File: src/rtl/nb_sbox_pkg.sv
package nb_sbox_pkg;

    localparam int BYTE_W = 8;
    localparam int NIB_W  = BYTE_W / 2;

    localparam logic [BYTE_W-1:0] AFF_CONST  = 8'h63;
    localparam logic [BYTE_W-1:0] FIELD_LOW  = 8'h1B;   // x^8 = x^4+x^3+x+1
    localparam logic [1:0]        GF4_NORM   = 2'b10;   // W^2 in [W^2,W]

    typedef logic [BYTE_W*BYTE_W-1:0] colset_t;

    typedef struct packed {
        logic [BYTE_W-1:0] ref_byte;
        logic              armed;
        logic              err;
    } chk_state_t;

    // ---------------- polynomial-basis helpers (elaboration only) -----
    function automatic logic [7:0] pb_mul(input logic [7:0] a, input logic [7:0] b);
        logic [7:0] acc;
        logic [7:0] sh;
        acc = '0;
        sh  = a;
        for (int i = 0; i < 8; i++) begin
            if (b[i]) acc = acc ^ sh;
            sh = sh[7] ? ((sh << 1) ^ FIELD_LOW) : (sh << 1);
        end
        return acc;
    endfunction

    function automatic logic [7:0] pb_sq(input logic [7:0] a);
        return pb_mul(a, a);
    endfunction

    // first x (x > 1) with x^2 + x + k = 0
    function automatic logic [7:0] pb_root(input logic [7:0] k);
        logic [7:0] r;
        logic [7:0] cand;
        logic       hit;
        r   = '0;
        hit = 1'b0;
        for (int n = 2; n < 256; n++) begin
            cand = 8'(n);
            if (!hit && ((pb_sq(cand) ^ cand ^ k) == 8'h00)) begin
                r   = cand;
                hit = 1'b1;
            end
        end
        return r;
    endfunction

    // ---------------- normal-basis tower arithmetic (synthesizable) ---
    function automatic logic [1:0] gf4_mul(input logic [1:0] a, input logic [1:0] b);
        logic t;
        t = (a[1] ^ a[0]) & (b[1] ^ b[0]);
        return {(a[1] & b[1]) ^ t, (a[0] & b[0]) ^ t};
    endfunction

    // squaring and inversion in GF(4) normal basis are both a swap
    function automatic logic [1:0] gf4_swap(input logic [1:0] a);
        return {a[0], a[1]};
    endfunction

    function automatic logic [3:0] gf16_mul(input logic [3:0] a, input logic [3:0] b);
        logic [1:0] t;
        t = gf4_mul(gf4_mul(a[3:2] ^ a[1:0], b[3:2] ^ b[1:0]), GF4_NORM);
        return {gf4_mul(a[3:2], b[3:2]) ^ t, gf4_mul(a[1:0], b[1:0]) ^ t};
    endfunction

    function automatic logic [3:0] gf16_inv(input logic [3:0] a);
        logic [1:0] e;
        logic [1:0] d;
        e = gf4_mul(a[3:2], a[1:0]) ^ gf4_mul(gf4_swap(a[3:2] ^ a[1:0]), GF4_NORM);
        d = gf4_swap(e);
        return {gf4_mul(d, a[1:0]), gf4_mul(d, a[3:2])};
    endfunction

    // smallest norm making y^2 + y + nu irreducible over GF(16)
    function automatic logic [3:0] pick_nu();
        logic [3:0] r;
        logic [3:0] v;
        logic [3:0] x;
        logic       ok;
        logic       hit;
        r   = 4'h1;
        hit = 1'b0;
        for (int n = 1; n < 16; n++) begin
            v  = 4'(n);
            ok = 1'b1;
            for (int m = 0; m < 16; m++) begin
                x = 4'(m);
                if ((gf16_mul(x, x) ^ x) == v) ok = 1'b0;
            end
            if (ok && !hit) begin
                r   = v;
                hit = 1'b1;
            end
        end
        return r;
    endfunction

    localparam logic [3:0] GF16_NU = pick_nu();

    // ---------------- basis construction ------------------------------
    function automatic colset_t tower_cols();
        colset_t    cols;
        logic [7:0] w, w2, z, z4, y, y16, nu_p, fy, fz, fw;
        logic [2:0] ib;
        w    = pb_root(8'h01);
        w2   = pb_sq(w);
        z    = pb_root(w2);                       // norm W^2
        z4   = pb_sq(pb_sq(z));
        nu_p = (GF16_NU[3] ? pb_mul(z4, w2) : 8'h00) ^
               (GF16_NU[2] ? pb_mul(z4, w)  : 8'h00) ^
               (GF16_NU[1] ? pb_mul(z,  w2) : 8'h00) ^
               (GF16_NU[0] ? pb_mul(z,  w)  : 8'h00);
        y    = pb_root(nu_p);
        y16  = pb_sq(pb_sq(pb_sq(pb_sq(y))));
        cols = '0;
        for (int i = 0; i < 8; i++) begin
            ib = 3'(i);
            fy = ib[2] ? y16 : y;
            fz = ib[1] ? z4  : z;
            fw = ib[0] ? w2  : w;
            cols[i*8 +: 8] = pb_mul(fy, pb_mul(fz, fw));
        end
        return cols;
    endfunction

    function automatic logic [7:0] lin_apply(input colset_t cols, input logic [7:0] x);
        logic [7:0] acc;
        acc = '0;
        for (int j = 0; j < 8; j++)
            if (x[j]) acc = acc ^ cols[j*8 +: 8];
        return acc;
    endfunction

    function automatic colset_t poly_to_tower_cols();
        colset_t    t2p;
        colset_t    cols;
        logic [7:0] t;
        t2p  = tower_cols();
        cols = '0;
        for (int j = 0; j < 8; j++) begin
            for (int n = 0; n < 256; n++) begin
                t = 8'(n);
                if (lin_apply(t2p, t) == (8'h01 << j)) cols[j*8 +: 8] = t;
            end
        end
        return cols;
    endfunction

    function automatic logic [7:0] rot_down(input logic [7:0] x, input int k);
        return (x >> k) | (x << (8 - k));
    endfunction

    function automatic logic [7:0] affine_lin(input logic [7:0] x);
        return x ^ rot_down(x, 4) ^ rot_down(x, 5) ^ rot_down(x, 6) ^ rot_down(x, 7);
    endfunction

    function automatic colset_t direct_out_cols();
        colset_t t2p;
        colset_t cols;
        t2p = tower_cols();
        for (int i = 0; i < 8; i++)
            cols[i*8 +: 8] = affine_lin(t2p[i*8 +: 8]);
        return cols;
    endfunction

    // undoes the half swap: tower bit i reads the column of bit i^4
    function automatic colset_t swapped_out_cols();
        colset_t dir;
        colset_t cols;
        dir = direct_out_cols();
        for (int i = 0; i < 8; i++)
            cols[i*8 +: 8] = dir[(i ^ 4)*8 +: 8];
        return cols;
    endfunction

    localparam colset_t P2T_COLS  = poly_to_tower_cols();
    localparam colset_t DIR_COLS  = direct_out_cols();
    localparam colset_t SWAP_COLS = swapped_out_cols();

endpackage

File: src/rtl/nb_linmap.sv
module nb_linmap #(
    parameter int               W      = 8,
    parameter logic [W*W-1:0]   COLS   = '0,
    parameter logic [W-1:0]     OFFSET = '0
) (
    input  logic [W-1:0] x_i,
    output logic [W-1:0] y_o
);
    for (genvar r = 0; r < W; r++) begin : g_row
        logic [W-1:0] row_mask;
        for (genvar c = 0; c < W; c++) begin : g_col
            assign row_mask[c] = COLS[c*W + r];
        end
        assign y_o[r] = (^(row_mask & x_i)) ^ OFFSET[r];
    end
endmodule

File: src/rtl/nb_tower_inv.sv
module nb_tower_inv
    import nb_sbox_pkg::*;
(
    input  logic [BYTE_W-1:0] a_i,
    output logic [BYTE_W-1:0] c_o
);
    logic [NIB_W-1:0] hi, lo, sum, sum_sq, delta, delta_inv;

    always_comb begin
        hi        = a_i[BYTE_W-1:NIB_W];
        lo        = a_i[NIB_W-1:0];
        sum       = hi ^ lo;
        sum_sq    = gf16_mul(sum, sum);
        delta     = gf16_mul(hi, lo) ^ gf16_mul(sum_sq, GF16_NU);
        delta_inv = gf16_inv(delta);
        c_o       = {gf16_mul(delta_inv, lo), gf16_mul(delta_inv, hi)};
    end
endmodule

File: src/rtl/nb_sbox_checked.sv
module nb_sbox_checked
    import nb_sbox_pkg::*;
(
    input  logic              clk,
    input  logic              rst_n,
    input  logic [BYTE_W-1:0] in_byte,
    input  logic              recompute,
    input  logic              clr_err,
    output logic [BYTE_W-1:0] out_byte,
    output logic              err_flag
);
    logic [BYTE_W-1:0] tw, inv_a, inv_c, dir_s, swp_s;
    logic              mismatch;
    chk_state_t        st_d, st_q;

    nb_linmap #(.W(BYTE_W), .COLS(P2T_COLS), .OFFSET(8'h00)) u_to_tower (
        .x_i (in_byte),
        .y_o (tw)
    );

    always_comb begin
        inv_a = recompute ? {tw[NIB_W-1:0], tw[BYTE_W-1:NIB_W]} : tw;
    end

    nb_tower_inv u_inv (
        .a_i (inv_a),
        .c_o (inv_c)
    );

    nb_linmap #(.W(BYTE_W), .COLS(DIR_COLS), .OFFSET(AFF_CONST)) u_out_dir (
        .x_i (inv_c),
        .y_o (dir_s)
    );

    nb_linmap #(.W(BYTE_W), .COLS(SWAP_COLS), .OFFSET(AFF_CONST)) u_out_swp (
        .x_i (inv_c),
        .y_o (swp_s)
    );

    always_comb begin
        out_byte = recompute ? swp_s : dir_s;
        mismatch = recompute && st_q.armed && (out_byte != st_q.ref_byte);
        st_d     = st_q;
        if (recompute) begin
            st_d.armed = 1'b0;
        end else begin
            st_d.armed    = 1'b1;
            st_d.ref_byte = out_byte;
        end
        if (clr_err)  st_d.err = 1'b0;
        if (mismatch) st_d.err = 1'b1;   // detection beats clear
    end

    always_ff @(posedge clk) begin
        if (!rst_n) st_q <= '0;
        else        st_q <= st_d;
    end

    assign err_flag = st_q.err;
endmodule

File: config.mk
export PLATFORM = sky130hd
export DESIGN_NAME = nb_sbox_checked
export DESIGN_NICKNAME = d
export VERILOG_FILES = /design/src/rtl/nb_sbox_pkg.sv /design/src/rtl/nb_linmap.sv /design/src/rtl/nb_tower_inv.sv /design/src/rtl/nb_sbox_checked.sv
export SDC_FILE = /design/constraint.sdc
export NUM_CORES = 1
export LEC_CHECK = 0
export BUFFER_PORTS_ARGS = -buffer_cell sky130_fd_sc_hd__buf_2
export CELL_PAD_IN_SITES_DETAIL_PLACEMENT = 1
export CELL_PAD_IN_SITES_GLOBAL_PLACEMENT = 2
export CORE_ASPECT_RATIO = 1.5
export CORE_UTILIZATION = 32
export CTS_BUF_LIST = sky130_fd_sc_hd__clkbuf_16
export CTS_CLUSTER_SIZE = 25
export DETAILED_ROUTE_END_ITERATION = 12
export HOLD_SLACK_MARGIN = 0.12
export PLACE_DENSITY_LB_ADDON = 0.1
export SLEW_MARGIN = 10
export SYNTH_ARGS = -nofsm -noshare
export SYNTH_HDL_FRONTEND = slang
export SYNTH_HIERARCHICAL = 1
export SYNTH_SLANG_ARGS = --single-unit
export TNS_END_PERCENT = 50
File: constraint.sdc
create_clock -name clk -period 9.6 [get_ports clk]
set_input_delay 1.44 -clock clk [delete_from_list [all_inputs] [get_ports clk]]
set_output_delay 1.44 -clock clk [all_outputs]
set_load 0.05 [all_outputs]
==> results of run 1 <==
cells by family (layout without fill, tap and decap cells):
group	after synthesis	count (layout)
AND/OR/NAND/NOR	69	69
AO/OA/AOI/OAI	49	49
buffers and inverters	24	41
XOR/XNOR	97	97
adder cells (fa/ha/maj)	5	5
flip-flops	10	10
multiplexers	18	18
worst max-delay path by stage:
| stage | start | to | slack (ns) | cells after the start |
|---|---|---|---|---|
| after floorplan | in_byte[0] | out_byte[6] | 0.93 | 22 |
| after global routing | in_byte[0] | out_byte[2] | 0.32 | 21 |
| after global placement | in_byte[0] | out_byte[2] | 0.65 | 21 |
| after detailed placement | in_byte[0] | out_byte[2] | 0.68 | 21 |
| after CTS | in_byte[0] | out_byte[2] | 0.65 | 21 |
| final | in_byte[0] | out_byte[2] | 0.70 | 21 |
Yosys cell counts, drive strengths merged:
library cell / instances
and2: 4
or2: 1
xor3: 5
clkbuf: 2
buf: 13
o22ai: 9
a21oi: 6
a21boi: 8
inv: 9
nor2b: 8
dfxtp: 10
o2bb2ai: 1
xnor2: 33
a221oi: 6
a211oi: 2
nor3: 2
and4: 1
a21o: 2
xnor3: 14
nand3: 2
nand3b: 1
nand2b: 16
xor2: 45
ha: 5
o211ai: 3
a22oi: 1
nor2: 8
mux2i: 10
nand2: 21
mux2: 8
o2111ai: 1
nand4: 4
or3: 1
o21ai: 9
a31oi: 1
layer usage:
| metal | part of all wire | wire length [µm] | vias to the layer above | GRT usage |
|---|---|---|---|---|
| met2 | 0.60 | 3632 | 17 | 0.3279 |
| met1 | 0.36 | 2185 | 913 | 0.1529 |
| met5 | 0 | 0 | - | 0 |
| met3 | 0.0079 | 48 | 9 | 0.006364 |
| li1 | - | - | 975 | - |
| met4 | 0.031 | 186 | 0 | 0.07421 |
critical path, delay by kind of cell:
kind                       cells  cell delay (ns)
AOI/OAI and AO/OA              3             0.75
xor gates and xnor gates       9             3.28
adders and majority gates      1             0.31
buffers and inverters          3             0.44
muxes                          2             0.64
and+or+nand+nor                3             0.59
metrics by stage:
step	instance area (µm²)	cells	worst slack (ns)	util	hold slack, ns
after global routing	2805	391	0.3182	0.3662	0.4845
after detailed placement	2730	388	0.6789	0.3564	0.4632
after floorplan	2547	272	0.9255	-	0.4422
after global placement	2730	388	0.6536	0.3564	0.4623
final	2805	391	0.7036	0.3662	0.4599
after CTS	2805	391	0.6483	0.3662	0.4685
area by class of cell:
type                       count  area (µm²)  area share
clock buffer                   3       75.07     0.02676
inverter                       9       33.78     0.01204
tap                          102       127.6     0.04549
sequential                    10       200.2     0.07136
multi-input combinational    238        2201      0.7846
timing repair buffer          29       167.7     0.05977
sequential cells by signal, indices dropped and copies added (netlist names):
| register | cells |
|---|---|
| err_flag | 1 |
| st_q | 9 |
==> summary.txt, run 1 <==
Clocking
  – Postcts setup bufs: 0
  – Number of H-tree levels: 1
  – CTS tree: done
  – Post-CTS Hold Fix Bufs: 0
  – Clk sinks: 10
  – Clk pin slew, worst setup/hold paths: 0.04 ns
  – CTS buffer count: 3
  – Worst-Skew Late Latency: 0.24 ns
  – Clock Root Buffer: clkbuf_16
  – Post_cts resized: 0
  – CTS Buffer Depth: 2

Drt
  – Number of iterations in the first detailed-routing pass: 4
  – DR vias: 1,914
  – DRT iter0 DRCs: 31
  – Post-DR vias/cell: 4.895
  – Antenna-violating nets left: 0
  – WL per Instance: 15.48 µm
  – DRC viols: 0
  – Drt total wl: 6052 µm

Global routing
  – Global-route wire length before repair: 10,140 µm
  – Initial antenna violation count: 0
  – Pin count of the biggest net entering global routing: 27
  – All-Layer GR Usage: 0.1612
  – Vias in the first global route: 2,079
  – Remaining Overflow, GRT: 0

Yosys
  – Post-synthesis cell area: 2547 µm²
  – Yosys cell types: 53
  – Xor/xnor share of the synthesized area: 0.4681
  – Synth warn: 6
  – Synth area leaders: xor2_1 14%, xnor2_1 10%, dfxtp_1 7.9%
  – Synth Register Bits: 10
  – Post-synthesis simple-gate area fraction: 0.1508
  – Yosys top cell area share: 0.1444
  – Post-Synthesis Cells: 272
  – Mux cell area share after synthesis: 0.07760
  – Sequential element share of the synthesized area: 0.07859
  – Adder-cell area share of the yosys netlist: 0.02456
  – Cell taking the most area after synthesis: xor2_1
  – Main combinational cell family by area after synthesis: XOR/XNOR gates
  – Compound-cell area share of the yosys netlist: 0.1429
  – Post-Syn Nets: 289
  – Synthesized area per cell: 9.366 µm²

Critical path
  – Crit path cell chain: buf_2, xor3_2, xnor3_1, mux2_2, xor2_4, and2_2, xnor3_1, xor2_1, ha_1, xor2_1, or3_1, o21ai_2, a22oi_2, nor2b_1, a221oi_1, xor2_1, xnor3_4, xor2_1, mux2i_1, inv_1, buf_2
  – CP peak stage delay: 0.55 ns
  – Critical Path End Type: output port
  – Startpoint Class: input pin
  – Crit Path Max Fanout: 8
  – FF-to-FF End: err_flag
  – R2R Setup Slk: 8.51 ns
  – RR Startpoint: st_q[2]
  – Critical Path Most Common Cell: xor2_1
  – CP required: 8.16 ns
  – Worst-case reg-to-reg path depth: 4
  – CP Class: input pin to output port
  – Slowest cell on the critical path: xor2_1
  – Worst Path Arrival: 7.46 ns

Die
  – Die H: 111.3 µm
  – Core area: 7661 µm²
  – # IOs: 21
  – Starting density of the core: 0.3325
  – Die Wd: 74.85 µm
  – Cell row count: 39
  – Full die area: 8329 µm²

Timing
  – Fin. max-slew vios: 0
  – RSZ-0062 raised after global routing: no
  – Fin crit share: 0.9267
  – Final setup vio count: 0
  – Final Hold Viols: 0
  – Worst slew pin tran: 0.6109 ns
  – Final min period: 8.896 ns
  – Slew HR: 0.5914
  – Fmax: 0.1124 GHz
  – Setup Skew: 0.001817 ns
  – Setup TNS: 0 ns

Final layout
  – Commonest non-fill, non-tap cell in the layout: xor2_1
  – Fillers: 931
  – Layout cells sized above 1: 0.2422
  – Nets: 308
  – N_diodes: 0
  – Most frequent cells in the layout: 42 x xor2_1, 30 x xnor2_1, 21 x nand2_1
  – Synth-to-Final Area Change: 10.12%

Worst hold path
  – WHS Endpoint: err_flag
  – Worst Hold Class: register to register
  – Min-Delay Path Depth: 2
  – HP Start: st_q[1]

Place
  – # port buffers: 20
  – Post-detail-place hpwl: 5256 µm
  – Routability cong.: 0.7676

Status
  – Status: finished clean

Run
  – Total of max-cap violations: 0
Power of run 1 is not shown: default switching activity piles up to over one toggle a cycle in this logic, so the estimate is an artifact.
==> run 2, diff against run 1 <==
CORE_ASPECT_RATIO = 1.1   (was 1.5)
CORE_UTILIZATION = 39   (was 32)
==> run 2 against run 1 <==
Compared with the run above: critical path depth is 1 higher; die area fell by 18%; first-iteration DRC count up 3.2%; maximum frequency is 0.21% higher; via count decreased by 0.57%; design area fell by 1.4%; largest cell class unchanged.
==> summary.txt, run 2 (synthesis results as in run 1) <==
Final layout
  – Util after Layout: 0.4440 (+0.07782)
  – Most frequent cells in the layout: 42 x xor2_1, 30 x xnor2_1, 21 x nand2_1
  – Commonest non-fill, non-tap cell in the layout: xor2_1
  – Layout cells sized above 1: 0.2361 (-0.006103)
  – Synth-to-Final Area Change: 8.595%
  – Fillers: 763 (-18%)
  – Max reg flops: 9 (unchanged)
  – Final Cell Area: 2766 µm² (-1.4%)
  – Nets: 306 (-0.65%)
  – N_diodes: 0 (unchanged)
  – Most flop-heavy register: st_q
  – Finished Layout Cells: 368 (-5.9%)

Place
  – Routability cong.: 0.7442 (-3.0%)
  – Post-detail-place hpwl: 4848 µm (-7.8%)
  – # port buffers: 20 (unchanged)
  – Placed insts: 364 (-6.2%)
  – Placed inst area: 2688 µm² (-1.6%)

Clocking
  – Clock Root Buffer: clkbuf_16
  – CTS tree: done
  – Postcts setup bufs: 0 (unchanged)
  – Clk sinks: 10 (unchanged)
  – Number of H-tree levels: 1 (unchanged)
  – Clk pin slew, worst setup/hold paths: 0.04 ns (about the same)
  – CTS buffer count: 3 (unchanged)
  – Post_cts resized: 0 (unchanged)
  – CTS Buffer Depth: 2 (unchanged)
  – Post-CTS Hold Fix Bufs: 0 (unchanged)
  – Worst-Skew Late Latency: 0.23 ns (about the same)

Critical path
  – Worst-case reg-to-reg path depth: 4 (unchanged)
  – CP required: 8.16 ns (about the same)
  – CP Class: input pin to output port
  – RR Startpoint: st_q[4]
  – R2R Setup Slk: 8.43 ns (-0.08 ns)
  – Critical path capture point: out_byte[6]
  – Startpoint Class: input pin
  – Worst Path Arrival: 7.44 ns (-0.02 ns)
  – Worst Setup SP: in_byte[2]
  – Critical Path End Type: output port
  – Crit Path Max Fanout: 12 (+4)
  – FF-to-FF End: err_flag

Drt
  – Drt total wl: 5807 µm (-4.0%)
  – DR vias: 1,903 (-0.57%)
  – Number of iterations in the first detailed-routing pass: 4 (unchanged)
  – WL per Instance: 15.78 µm (+1.9%)
  – Post-DR vias/cell: 5.171 (+5.6%)
  – Antenna-violating nets left: 0 (unchanged)
  – DRC viols: 0 (unchanged)
  – DRT iter0 DRCs: 32 (+3.2%)

Timing
  – Setup TNS: 0 ns (unchanged)
  – Fin crit share: 0.9247 (-0.001981)
  – Worst slew pin tran: 0.6990 ns (+0.08817 ns)
  – Final setup vio count: 0 (unchanged)
  – Fin. max-slew vios: 0 (unchanged)
  – RSZ-0062 raised after global routing: no
  – Slew HR: 0.5324 (-0.05898)
  – Final Hold Viols: 0 (unchanged)
  – Fmax: 0.1126 GHz (+0.21%)
  – Setup Skew: 0.003954 ns (+0.002138 ns)
  – Final min period: 8.877 ns (-0.01901 ns)

Status
  – Status: finished clean

Die
  – Full die area: 6860 µm² (-18%)
  – Cell row count: 30 (-23%)
  – Die Wd: 79.06 µm (+5.6%)
  – Core area: 6231 µm² (-19%)
  – Die H: 86.77 µm (-22%)
  – # IOs: 21 (unchanged)
  – Starting density of the core: 0.4088 (+0.07632)

Global routing
  – Vias in the first global route: 2,017 (-3.0%)
  – Global-route wire length before repair: 9680 µm (-4.5%)
  – Pin count of the biggest net entering global routing: 27 (unchanged)
  – Initial antenna violation count: 0 (unchanged)
  – Remaining Overflow, GRT: 0 (unchanged)
  – All-Layer GR Usage: 0.1808 (+0.01953)

Worst hold path
  – Worst Hold Class: register to register

Run
  – Total of max-cap violations: 0 (unchanged)
## run 2: changes by cell type in the layout (fill, tap and decap cells not counted)
| cell | before | now |
|---|---|---|
| buf_4 | 9 | 7 |
| clkinv_1 | 0 | 1 |
## run 2: final cells by class
class / instances / area (µm²) / share of cell area
inverter: 9 / 33.78 / 0.01221
timing repair buffer: 27 / 152.6 / 0.05518
clock inverter: 1 / 3.754 / 0.001357
clock buffer: 3 / 75.07 / 0.02714
sequential: 10 / 200.2 / 0.07237
tap: 80 / 100.1 / 0.03618
multi-input combinational: 238 / 2201 / 0.7956
## run 2: layer usage
metal / global-route usage / vias to the layer above / routed length [µm]
li1: - / 966 / -
met1: 0.1950 / 916 / 2408
met2: 0.3777 / 17 / 3272
met3: 0.006316 / 4 / 70
met4: 0.04132 / 0 / 56
met5: 0 / - / 0
## run 2: metrics by stage
step,setup slack [ns],hold WS (ns)
floorplan,0.9255,0.4422
global placement,0.6692,0.4572
detailed placement,0.6519,0.4803
CTS,0.6439,0.4862
global route,0.2930,0.5066
finish,0.7226,0.4852
## run 2: worst max-delay path, stage by stage
cell	delay (ns)
buf_2	0.12
xnor3_1	0.44
xnor2_1	0.15
mux2_2	0.37
ha_1	0.33
xor2_1	0.16
xnor3_1	0.42
xnor2_1	0.16
buf_4	0.21
inv_1	0.10
ha_1	0.32
xor2_1	0.39
a21o_1	0.26
o211ai_4	0.16
and2_1	0.24
a221oi_1	0.34
xor2_1	0.47
xor3_2	0.49
xnor3_1	0.38
mux2i_1	0.22
inv_1	0.06
buf_2	0.21
## run 2: worst min-delay path by stage
stage | from | to | cells past startpoint
4_1_cts | st_q[2] | st_q[2] | 2
3_3_place_gp | st_q[1] | err_flag | 2
6_report | st_q[2] | st_q[2] | 2
3_5_place_dp | st_q[2] | st_q[2] | 2
5_1_grt | st_q[4] | st_q[4] | 2
2_1_floorplan | st_q[1] | err_flag | 2
Power of run 2 is left out for the same reason.
